$ cat src/rtl/rng_ctrl.sv
module rng_ctrl #(
  parameter int          READY_TICKS  = 4,
  parameter int          CRST_CYC     = 4,
  parameter bit          AUTO_RECOVER = 1'b1,
  parameter logic [31:0] SEED         = 32'h1ACEB00C,
  parameter logic [31:0] POLY         = 32'h80200003
) (
  input  logic        clk,
  input  logic        rst_n,
  input  logic        wr_en,
  input  logic        rd_en,
  input  logic [4:0]  addr,
  input  logic [31:0] wdata,
  output logic [31:0] rdata,
  input  logic        seed_fault_in,
  input  logic        clk_fault_in
);
  localparam int FW = $clog2(READY_TICKS) + 1;
  localparam int CW = $clog2(CRST_CYC) + 1;
  localparam logic [2:0] A_CTRL = 3'd0, A_STAT = 3'd1, A_DATA = 3'd2,
                         A_NOISE = 3'd3, A_HLTH = 3'd4;

  logic          en_q, ced_q, lock_q, crst_q, busy_q;
  logic          drdy_q, secs_q, cecs_q, seis_q, ceis_q;
  logic [17:0]   cfg_q, noise_q;
  logic [31:0]   hlth_q, data_q, lfsr_q;
  logic [15:0]   pre_q;
  logic [FW-1:0] fill_q;
  logic [CW-1:0] bcnt_q;

  wire [2:0]  widx      = addr[4:2];
  wire        unused_ab = ^addr[1:0];
  wire        wr_ctrl   = wr_en && widx == A_CTRL;
  wire        wr_stat   = wr_en && widx == A_STAT;
  wire        crst_rd   = crst_q | busy_q;
  wire        running   = en_q & ~crst_rd & ~secs_q;
  wire [3:0]  div       = cfg_q[11:8];
  wire [15:0] mask      = ~(16'hFFFF << div);
  wire        tick      = running && ((pre_q & mask) == mask);
  wire        crst_done = busy_q && (bcnt_q == CW'(CRST_CYC - 1));
  wire        pop       = rd_en && widx == A_DATA && drdy_q && !secs_q;
  wire [31:0] lfsr_nx   = {1'b0, lfsr_q[31:1]} ^ (lfsr_q[0] ? POLY : 32'h0);

  always_ff @(posedge clk or negedge rst_n) begin
    if (!rst_n) begin
      en_q <= 1'b0; ced_q <= 1'b0; lock_q <= 1'b0; crst_q <= 1'b0;
      busy_q <= 1'b0; bcnt_q <= '0; cfg_q <= '0; noise_q <= '0; hlth_q <= '0;
    end else begin
      if (wr_ctrl) begin
        en_q   <= wdata[2];
        crst_q <= wdata[30];
        if (wdata[31]) lock_q <= 1'b1;
        if (wdata[30] && !lock_q) begin
          cfg_q <= wdata[25:8];
          ced_q <= wdata[5];
        end
      end
      if (wr_ctrl && crst_q && !wdata[30]) begin
        busy_q <= 1'b1;
        bcnt_q <= '0;
      end else if (busy_q) begin
        if (crst_done) busy_q <= 1'b0;
        else           bcnt_q <= bcnt_q + 1'b1;
      end
      if (wr_en && widx == A_NOISE && !lock_q) noise_q <= wdata[17:0];
      if (wr_en && widx == A_HLTH && !lock_q)  hlth_q  <= wdata;
    end
  end

  always_ff @(posedge clk or negedge rst_n) begin
    if (!rst_n) begin
      secs_q <= 1'b0; seis_q <= 1'b0; cecs_q <= 1'b0; ceis_q <= 1'b0;
    end else begin
      if (seed_fault_in) secs_q <= 1'b1;
      else if (crst_done || (AUTO_RECOVER && !crst_rd)) secs_q <= 1'b0;
      if (seed_fault_in) seis_q <= 1'b1;
      else if (wr_stat && !wdata[6]) seis_q <= 1'b0;
      cecs_q <= clk_fault_in & ~ced_q;
      if (clk_fault_in && !ced_q) ceis_q <= 1'b1;
      else if (wr_stat && !wdata[5]) ceis_q <= 1'b0;
    end
  end

  always_ff @(posedge clk or negedge rst_n) begin
    if (!rst_n) begin
      pre_q <= '0; fill_q <= '0; drdy_q <= 1'b0; data_q <= '0; lfsr_q <= SEED;
    end else if (!running) begin
      pre_q <= '0; fill_q <= '0; drdy_q <= 1'b0;
    end else begin
      pre_q  <= pre_q + 16'd1;
      lfsr_q <= lfsr_nx;
      if (pop) begin
        drdy_q <= 1'b0;
        fill_q <= '0;
      end else if (tick && !drdy_q) begin
        if (fill_q == FW'(READY_TICKS - 1)) begin
          drdy_q <= 1'b1;
          data_q <= lfsr_q;
          fill_q <= '0;
        end else begin
          fill_q <= fill_q + 1'b1;
        end
      end
    end
  end

  always_comb begin
    case (widx)
      A_CTRL:  rdata = {lock_q, crst_rd, 4'b0, cfg_q, 2'b0, ced_q, 2'b0, en_q, 2'b0};
      A_STAT:  rdata = {25'b0, seis_q, ceis_q, 2'b0, secs_q, cecs_q, drdy_q};
      A_DATA:  rdata = (drdy_q && !secs_q) ? data_q : 32'h0;
      A_NOISE: rdata = {14'b0, noise_q};
      A_HLTH:  rdata = hlth_q;
      default: rdata = {31'b0, unused_ab & 1'b0};
    endcase
  end

  a_r6_seed_stops: assert property (@(posedge clk) disable iff (!rst_n)
    secs_q |=> !drdy_q);
  a_r6_sticky_pair: assert property (@(posedge clk) disable iff (!rst_n)
    $rose(secs_q) |-> seis_q);
  a_r12_lock_holds: assert property (@(posedge clk) disable iff (!rst_n)
    lock_q |=> lock_q);
  a_r4_cfg_guard: assert property (@(posedge clk) disable iff (!rst_n)
    !(wr_ctrl && wdata[30]) |=> $stable({cfg_q, ced_q}));
  a_r2_ready_needs_en: assert property (@(posedge clk) disable iff (!rst_n)
    $rose(drdy_q) |-> $past(en_q));
endmodule

$ cat config.mk
export PLATFORM = sky130hd
export DESIGN_NAME = rng_ctrl
export DESIGN_NICKNAME = d
export VERILOG_FILES = /design/src/rtl/rng_ctrl.sv
export SDC_FILE = /design/constraint.sdc
export NUM_CORES = 1
export LEC_CHECK = 0
export BUFFER_PORTS_ARGS = -buffer_cell sky130_fd_sc_hd__buf_2
export CAP_MARGIN = 10
export CORE_MARGIN = 2
export CORE_UTILIZATION = 45
export CTS_BUF_LIST = sky130_fd_sc_hd__clkbuf_8
export DETAILED_ROUTE_END_ITERATION = 16
export HOLD_SLACK_MARGIN = 0.03
export SKIP_LAST_GASP = 1
export SLEW_MARGIN = 10
export SYNTH_ARGS = -nofsm -noshare
export SYNTH_HDL_FRONTEND = slang
export SYNTH_SLANG_ARGS = --single-unit
$ cat constraint.sdc
create_clock -name clk -period 2.7 [get_ports clk]
set_input_delay 0.27 -clock clk [delete_from_list [all_inputs] [get_ports clk]]
set_output_delay 0.27 -clock clk [all_outputs]
set_load 0.03 [all_outputs]
==> flow_summary.html <==
<table>
<tr><th>Metric</th><th>Value</th></tr>
<tr><th colspan="2">Outcome</th></tr>
<tr><td>Outcome</td><td>complete, no violations</td></tr>
<tr><th colspan="2">Synthesis</th></tr>
<tr><td>Library cell with the largest summed area after synthesis</td><td>sky130_fd_sc_hd__dfrtp_1</td></tr>
<tr><td>Most frequent cell after synthesis</td><td>sky130_fd_sc_hd__dfrtp_1</td></tr>
<tr><td>Net count after synthesis</td><td>659</td></tr>
<tr><td>Number of enable flip-flop cells after synthesis</td><td>0</td></tr>
<tr><td>Dominant cells by area after synthesis</td><td>sky130_fd_sc_hd__dfrtp_1 (51%), sky130_fd_sc_hd__mux2_2 (12%), sky130_fd_sc_hd__mux2_4 (5.9%)</td></tr>
<tr><td>Number of distinct library cell variants in the gate-level netlist after synthesis</td><td>50</td></tr>
<tr><td>Commonest cells post-synth</td><td>sky130_fd_sc_hd__dfrtp_1 (150), sky130_fd_sc_hd__nand2_1 (112), sky130_fd_sc_hd__mux2_2 (75), sky130_fd_sc_hd__nor2_1 (39), sky130_fd_sc_hd__mux2_4 (29)</td></tr>
<tr><td>Number of warnings printed during yosys synthesis</td><td>0</td></tr>
<tr><td>Syn avg cell area</td><td>12.0 um2</td></tr>
<tr><td>Main flop type after synthesis</td><td>sky130_fd_sc_hd__dfrtp_1</td></tr>
<tr><td>Area share of the leading cell type in the synthesized netlist</td><td>0.512</td></tr>
<tr><td>Portion of the post-synthesis area used by sequential elements</td><td>0.558</td></tr>
<tr><td>Fraction of synthesis flops using an asynchronous set or reset pin</td><td>1.00</td></tr>
<tr><td>Synthesized flop and latch total</td><td>163</td></tr>
<tr><td>Post-synthesis instance total</td><td>between 600 and 700</td></tr>
<tr><td>Cell area after technology mapping</td><td>0.00734 mm2</td></tr>
<tr><th colspan="2">Global routing</th></tr>
<tr><td>First-pass GRT wire length</td><td>27200 um</td></tr>
<tr><td>Vias in the first global route</td><td>a little over 5000</td></tr>
<tr><td>Leftover overflow at the end of global routing</td><td>0</td></tr>
<tr><td>Pin count of the biggest net entering global routing</td><td>71</td></tr>
<tr><td>Tot GR Track Use</td><td>0.199</td></tr>
<tr><td>Number of antenna violations at the first check in global routing</td><td>0</td></tr>
<tr><th colspan="2">Cells and area</th></tr>
<tr><td>Layout fillers</td><td>1388</td></tr>
<tr><td>Final-stage net count</td><td>737</td></tr>
<tr><td>Final design instance area without fill</td><td>0.00848 mm2</td></tr>
<tr><td>Area Overhead vs Synth</td><td>15.5%</td></tr>
<tr><td>N_diodes</td><td>0</td></tr>
<tr><td>Fraction of layout instances using a drive strength above 1</td><td>0.353</td></tr>
<tr><td>Post-Route Utilization</td><td>0.534</td></tr>
<tr><th colspan="2">Die</th></tr>
<tr><td>Die width</td><td>132 um</td></tr>
<tr><td>Die Outline Area</td><td>between 0.015 and 0.02 mm2</td></tr>
<tr><td>Starting density of the core</td><td>0.462</td></tr>
<tr><td>Die H</td><td>132 um</td></tr>
<tr><td>I/O pins</td><td>75</td></tr>
<tr><td>Std-Cell Core Area</td><td>0.0159 mm2</td></tr>
<tr><td>Number of rows in the core area</td><td>46</td></tr>
<tr><th colspan="2">Clock tree</th></tr>
<tr><td>TritonCTS clock tree</td><td>yes</td></tr>
<tr><td>Latest clock arrival within the worst-skew pair</td><td>440 ps</td></tr>
<tr><td>Total clock buffers created by CTS</td><td>17</td></tr>
<tr><td>H-tree lvl count</td><td>4</td></tr>
<tr><td>Clk sinks</td><td>163</td></tr>
<tr><td>Post-CTS Resized</td><td>0</td></tr>
<tr><td>Buffer depth of the longest clock path</td><td>2</td></tr>
<tr><td>Clk Tree Root Cell</td><td>sky130_fd_sc_hd__clkbuf_8</td></tr>
<tr><td>Clock transition time at the flip-flop clock pins of the worst setup and hold paths</td><td>about 80 ps</td></tr>
<tr><td>Post-CTS Hold Fix Bufs</td><td>4</td></tr>
<tr><td>Buffer count from post-CTS setup fixing</td><td>0</td></tr>
<tr><th colspan="2">Route</th></tr>
<tr><td>Initial DRC Count</td><td>~340</td></tr>
<tr><td>Total length of routed wires</td><td>16000 um</td></tr>
<tr><td>Antenna-violating nets left</td><td>0</td></tr>
<tr><td>Length of the first detailed-routing pass in iterations</td><td>4</td></tr>
<tr><td>Post-detailed-route wirelength per cell</td><td>17.4 um</td></tr>
<tr><td>DRC</td><td>0</td></tr>
<tr><td>Number of vias after detailed routing</td><td>about 4800</td></tr>
<tr><td>DR vias/cell</td><td>between 5 and 6</td></tr>
<tr><th colspan="2">Timing</th></tr>
<tr><td>Final Hold Violating Endpoints</td><td>0</td></tr>
<tr><td>Rel. slew slack</td><td>0.252</td></tr>
<tr><td>Unrepaired setup endpoints after global routing</td><td>no</td></tr>
<tr><td>Final number of setup-violating endpoints</td><td>0</td></tr>
<tr><td>Minimum clock period after layout</td><td>about 2400 ps</td></tr>
<tr><td>TNS Setup</td><td>0 ps</td></tr>
<tr><td>Post-route fraction of the period consumed by the critical path</td><td>0.891</td></tr>
<tr><td>Worst clock skew on the final layout</td><td>a little over 10 ps</td></tr>
<tr><td>Transition time at the pin with the least slew margin</td><td>1120 ps</td></tr>
<tr><td>Maximum clock frequency</td><td>416 MHz</td></tr>
<tr><td>Pins Over Slew Limit</td><td>0</td></tr>
<tr><th colspan="2">Setup path</th></tr>
<tr><td>Critical path's largest stage delay</td><td>between 400 and 500 ps</td></tr>
<tr><td>Type of the worst setup path</td><td>flip-flop to flip-flop</td></tr>
<tr><td>Worst setup SP type</td><td>flip-flop</td></tr>
<tr><td>Data arrival at the endpoint of the critical path</td><td>2730 ps</td></tr>
<tr><td>Critical path peak fanout</td><td>16</td></tr>
<tr><td>Worst-path cell with the longest stage delay</td><td>sky130_fd_sc_hd__dfrtp_1</td></tr>
<tr><td>Required time reported for the critical path endpoint</td><td>3020 ps</td></tr>
<tr><td>Critical path buffers and inverters</td><td>1</td></tr>
<tr><td>Critical path depth</td><td>7</td></tr>
<tr><td>Slack of the worst reg-to-reg path</td><td>300 ps</td></tr>
<tr><td>Top Family by Delay on Critical Path</td><td>simple AND/OR/NAND/NOR gates</td></tr>
<tr><td>CP endpoint kind</td><td>flip-flop</td></tr>
<tr><td>Cell-by-cell listing of the critical path</td><td>nor4b_4 -&gt; o221ai_2 -&gt; nor4_1 -&gt; and4_1 -&gt; nand2b_2 -&gt; buf_4 -&gt; mux2_4</td></tr>
<tr><td>Depth of the worst register-to-register path</td><td>7</td></tr>
<tr><th colspan="2">Power and ir drop</th></tr>
<tr><td>Static Leakage</td><td>0.00412 uW</td></tr>
<tr><td>Power Density</td><td>759 mW/mm2</td></tr>
<tr><td>Worst IR Drop VDD</td><td>0.348 mV</td></tr>
<tr><td>Power Total</td><td>6430 uW</td></tr>
<tr><th colspan="2">Placed design</th></tr>
<tr><td># port buffers</td><td>72</td></tr>
<tr><td>Last weighted congestion value of the routability-driven placer</td><td>0.851</td></tr>
<tr><td>Dpl hpwl</td><td>10900 um</td></tr>
<tr><td>Placement Cell Area</td><td>0.00800 mm2</td></tr>
<tr><th colspan="2">Run</th></tr>
<tr><td>Max-Cap Viols</td><td>0</td></tr>
<tr><th colspan="2">Min path</th></tr>
<tr><td>Hold Crit Depth</td><td>2</td></tr>
<tr><td>HP Class</td><td>input pin to flip-flop</td></tr>
</table>
[worst register-to-register path, delay by kind of cell, from the launching register on]
kind                   cells  cell delay [ps]
buffers and inverters      1              240
AO/OA/AOI/OAI              1              140
flip-flops                 1              460
multiplexers               1              340
AND/OR/NAND/NOR            4             1100
[metrics by stage]
step	setup slack, ps	std cells	hold WS, ps
finish	295	919	64.2
floorplan	302	612	-25.6
global route	102	919	37.9
detailed placement	353	883	316
CTS	254	919	30.3
global placement	368	883	315
[registers in the layout, summed over array words and instances, names as in the netlist, 3 cells and up]
name / flops
bcnt_q: 3
pre_q: 15
cfg_q: 18
lfsr_q: 32
hlth_q: 32
noise_q: 18
data_q: 32
fill_q: 3
[path summary, 6_finish.rpt]
| path | start | to |
|---|---|---|
| worst max register to register | secs_q$_DFFE_PN0P_ | data_q[27]$_DFFE_PN0P_ |
| max in group asynchronous | rst_n | noise_q[3]$_DFFE_PN0P_ |
| min in group asynchronous | rst_n | bcnt_q[2]$_DFFE_PN0P_ |
| worst min register to register | lfsr_q[18]$_DFFE_PN1P_ | lfsr_q[17]$_DFFE_PN1P_ |
| worst max-delay path | secs_q$_DFFE_PN0P_ | data_q[27]$_DFFE_PN0P_ |
| worst min-delay path | wdata[28] | hlth_q[28]$_DFFE_PN0P_ |
[cells in the final DEF (no fill, tap or decap), types with 3 or more instances in the layout]
| cell | count |
|---|---|
| sky130_fd_sc_hd__dfrtp_1 | 150 |
| sky130_fd_sc_hd__nand2_1 | 112 |
| sky130_fd_sc_hd__mux2_2 | 75 |
| sky130_fd_sc_hd__buf_2 | 71 |
| sky130_fd_sc_hd__nor2_1 | 38 |
| sky130_fd_sc_hd__mux2_4 | 29 |
| sky130_fd_sc_hd__mux2i_1 | 22 |
| sky130_fd_sc_hd__clkbuf_8 | 19 |
| sky130_fd_sc_hd__buf_4 | 17 |
| sky130_fd_sc_hd__o21ai_0 | 15 |
| sky130_fd_sc_hd__a21oi_1 | 13 |
| sky130_fd_sc_hd__a221o_1 | 13 |
| sky130_fd_sc_hd__dfstp_2 | 13 |
| sky130_fd_sc_hd__xnor2_1 | 9 |
| sky130_fd_sc_hd__inv_1 | 8 |
| sky130_fd_sc_hd__xor2_1 | 8 |
| sky130_fd_sc_hd__a22oi_1 | 5 |
| sky130_fd_sc_hd__nand2b_1 | 5 |
| sky130_fd_sc_hd__and3_1 | 5 |
| sky130_fd_sc_hd__nand3_1 | 5 |
| sky130_fd_sc_hd__ha_1 | 4 |
| sky130_fd_sc_hd__bufinv_16 | 4 |
| sky130_fd_sc_hd__clkinv_2 | 4 |
| sky130_fd_sc_hd__dlygate4sd3_1 | 4 |
| sky130_fd_sc_hd__a221oi_1 | 3 |
| sky130_fd_sc_hd__a32oi_1 | 3 |
| sky130_fd_sc_hd__nand3b_1 | 3 |
| sky130_fd_sc_hd__nand4_1 | 3 |
| sky130_fd_sc_hd__o211ai_1 | 3 |
| sky130_fd_sc_hd__clkinvlp_4 | 3 |
[cell families after synthesis]
family	count (synthesis)	share of synthesized area
XOR/XNOR	17	0.0203
AO/OA/AOI/OAI	69	0.0687
multiplexers	126	0.204
buffers and inverters	44	0.0261
flip-flops	163	0.558
AND/OR/NAND/NOR	188	0.114
adder cells (fa/ha/maj)	5	0.00818
[report_power, final]
part	total (uW)	switching [uW]	internal, uW
sequential	3300	346	2950
clock	1940	887	1060
combinational	1190	601	590
total	6430	1830	4600
[metal layers]
metal  vias up  GRT usage  wire length [um]
met1      2428      0.265              7400
met3        14     0.0382               653
met2        93      0.331              7780
li1       2288          -                 -
met4         0     0.0598               174
met5         -          0                 0
[area by class of cell]
class	instances	area, um2	share of cell area
Timing Repair Buffer	95	574	0.0677
Sequential cell	163	4100	0.483
Clock buffer	19	262	0.0308
Multi-Input combinational cell	405	3070	0.362
Tap cell	216	270	0.0319
Inverter	8	30.0	0.00354
Clock inverter	13	180	0.0213
(Power assumes the default switching activity.)
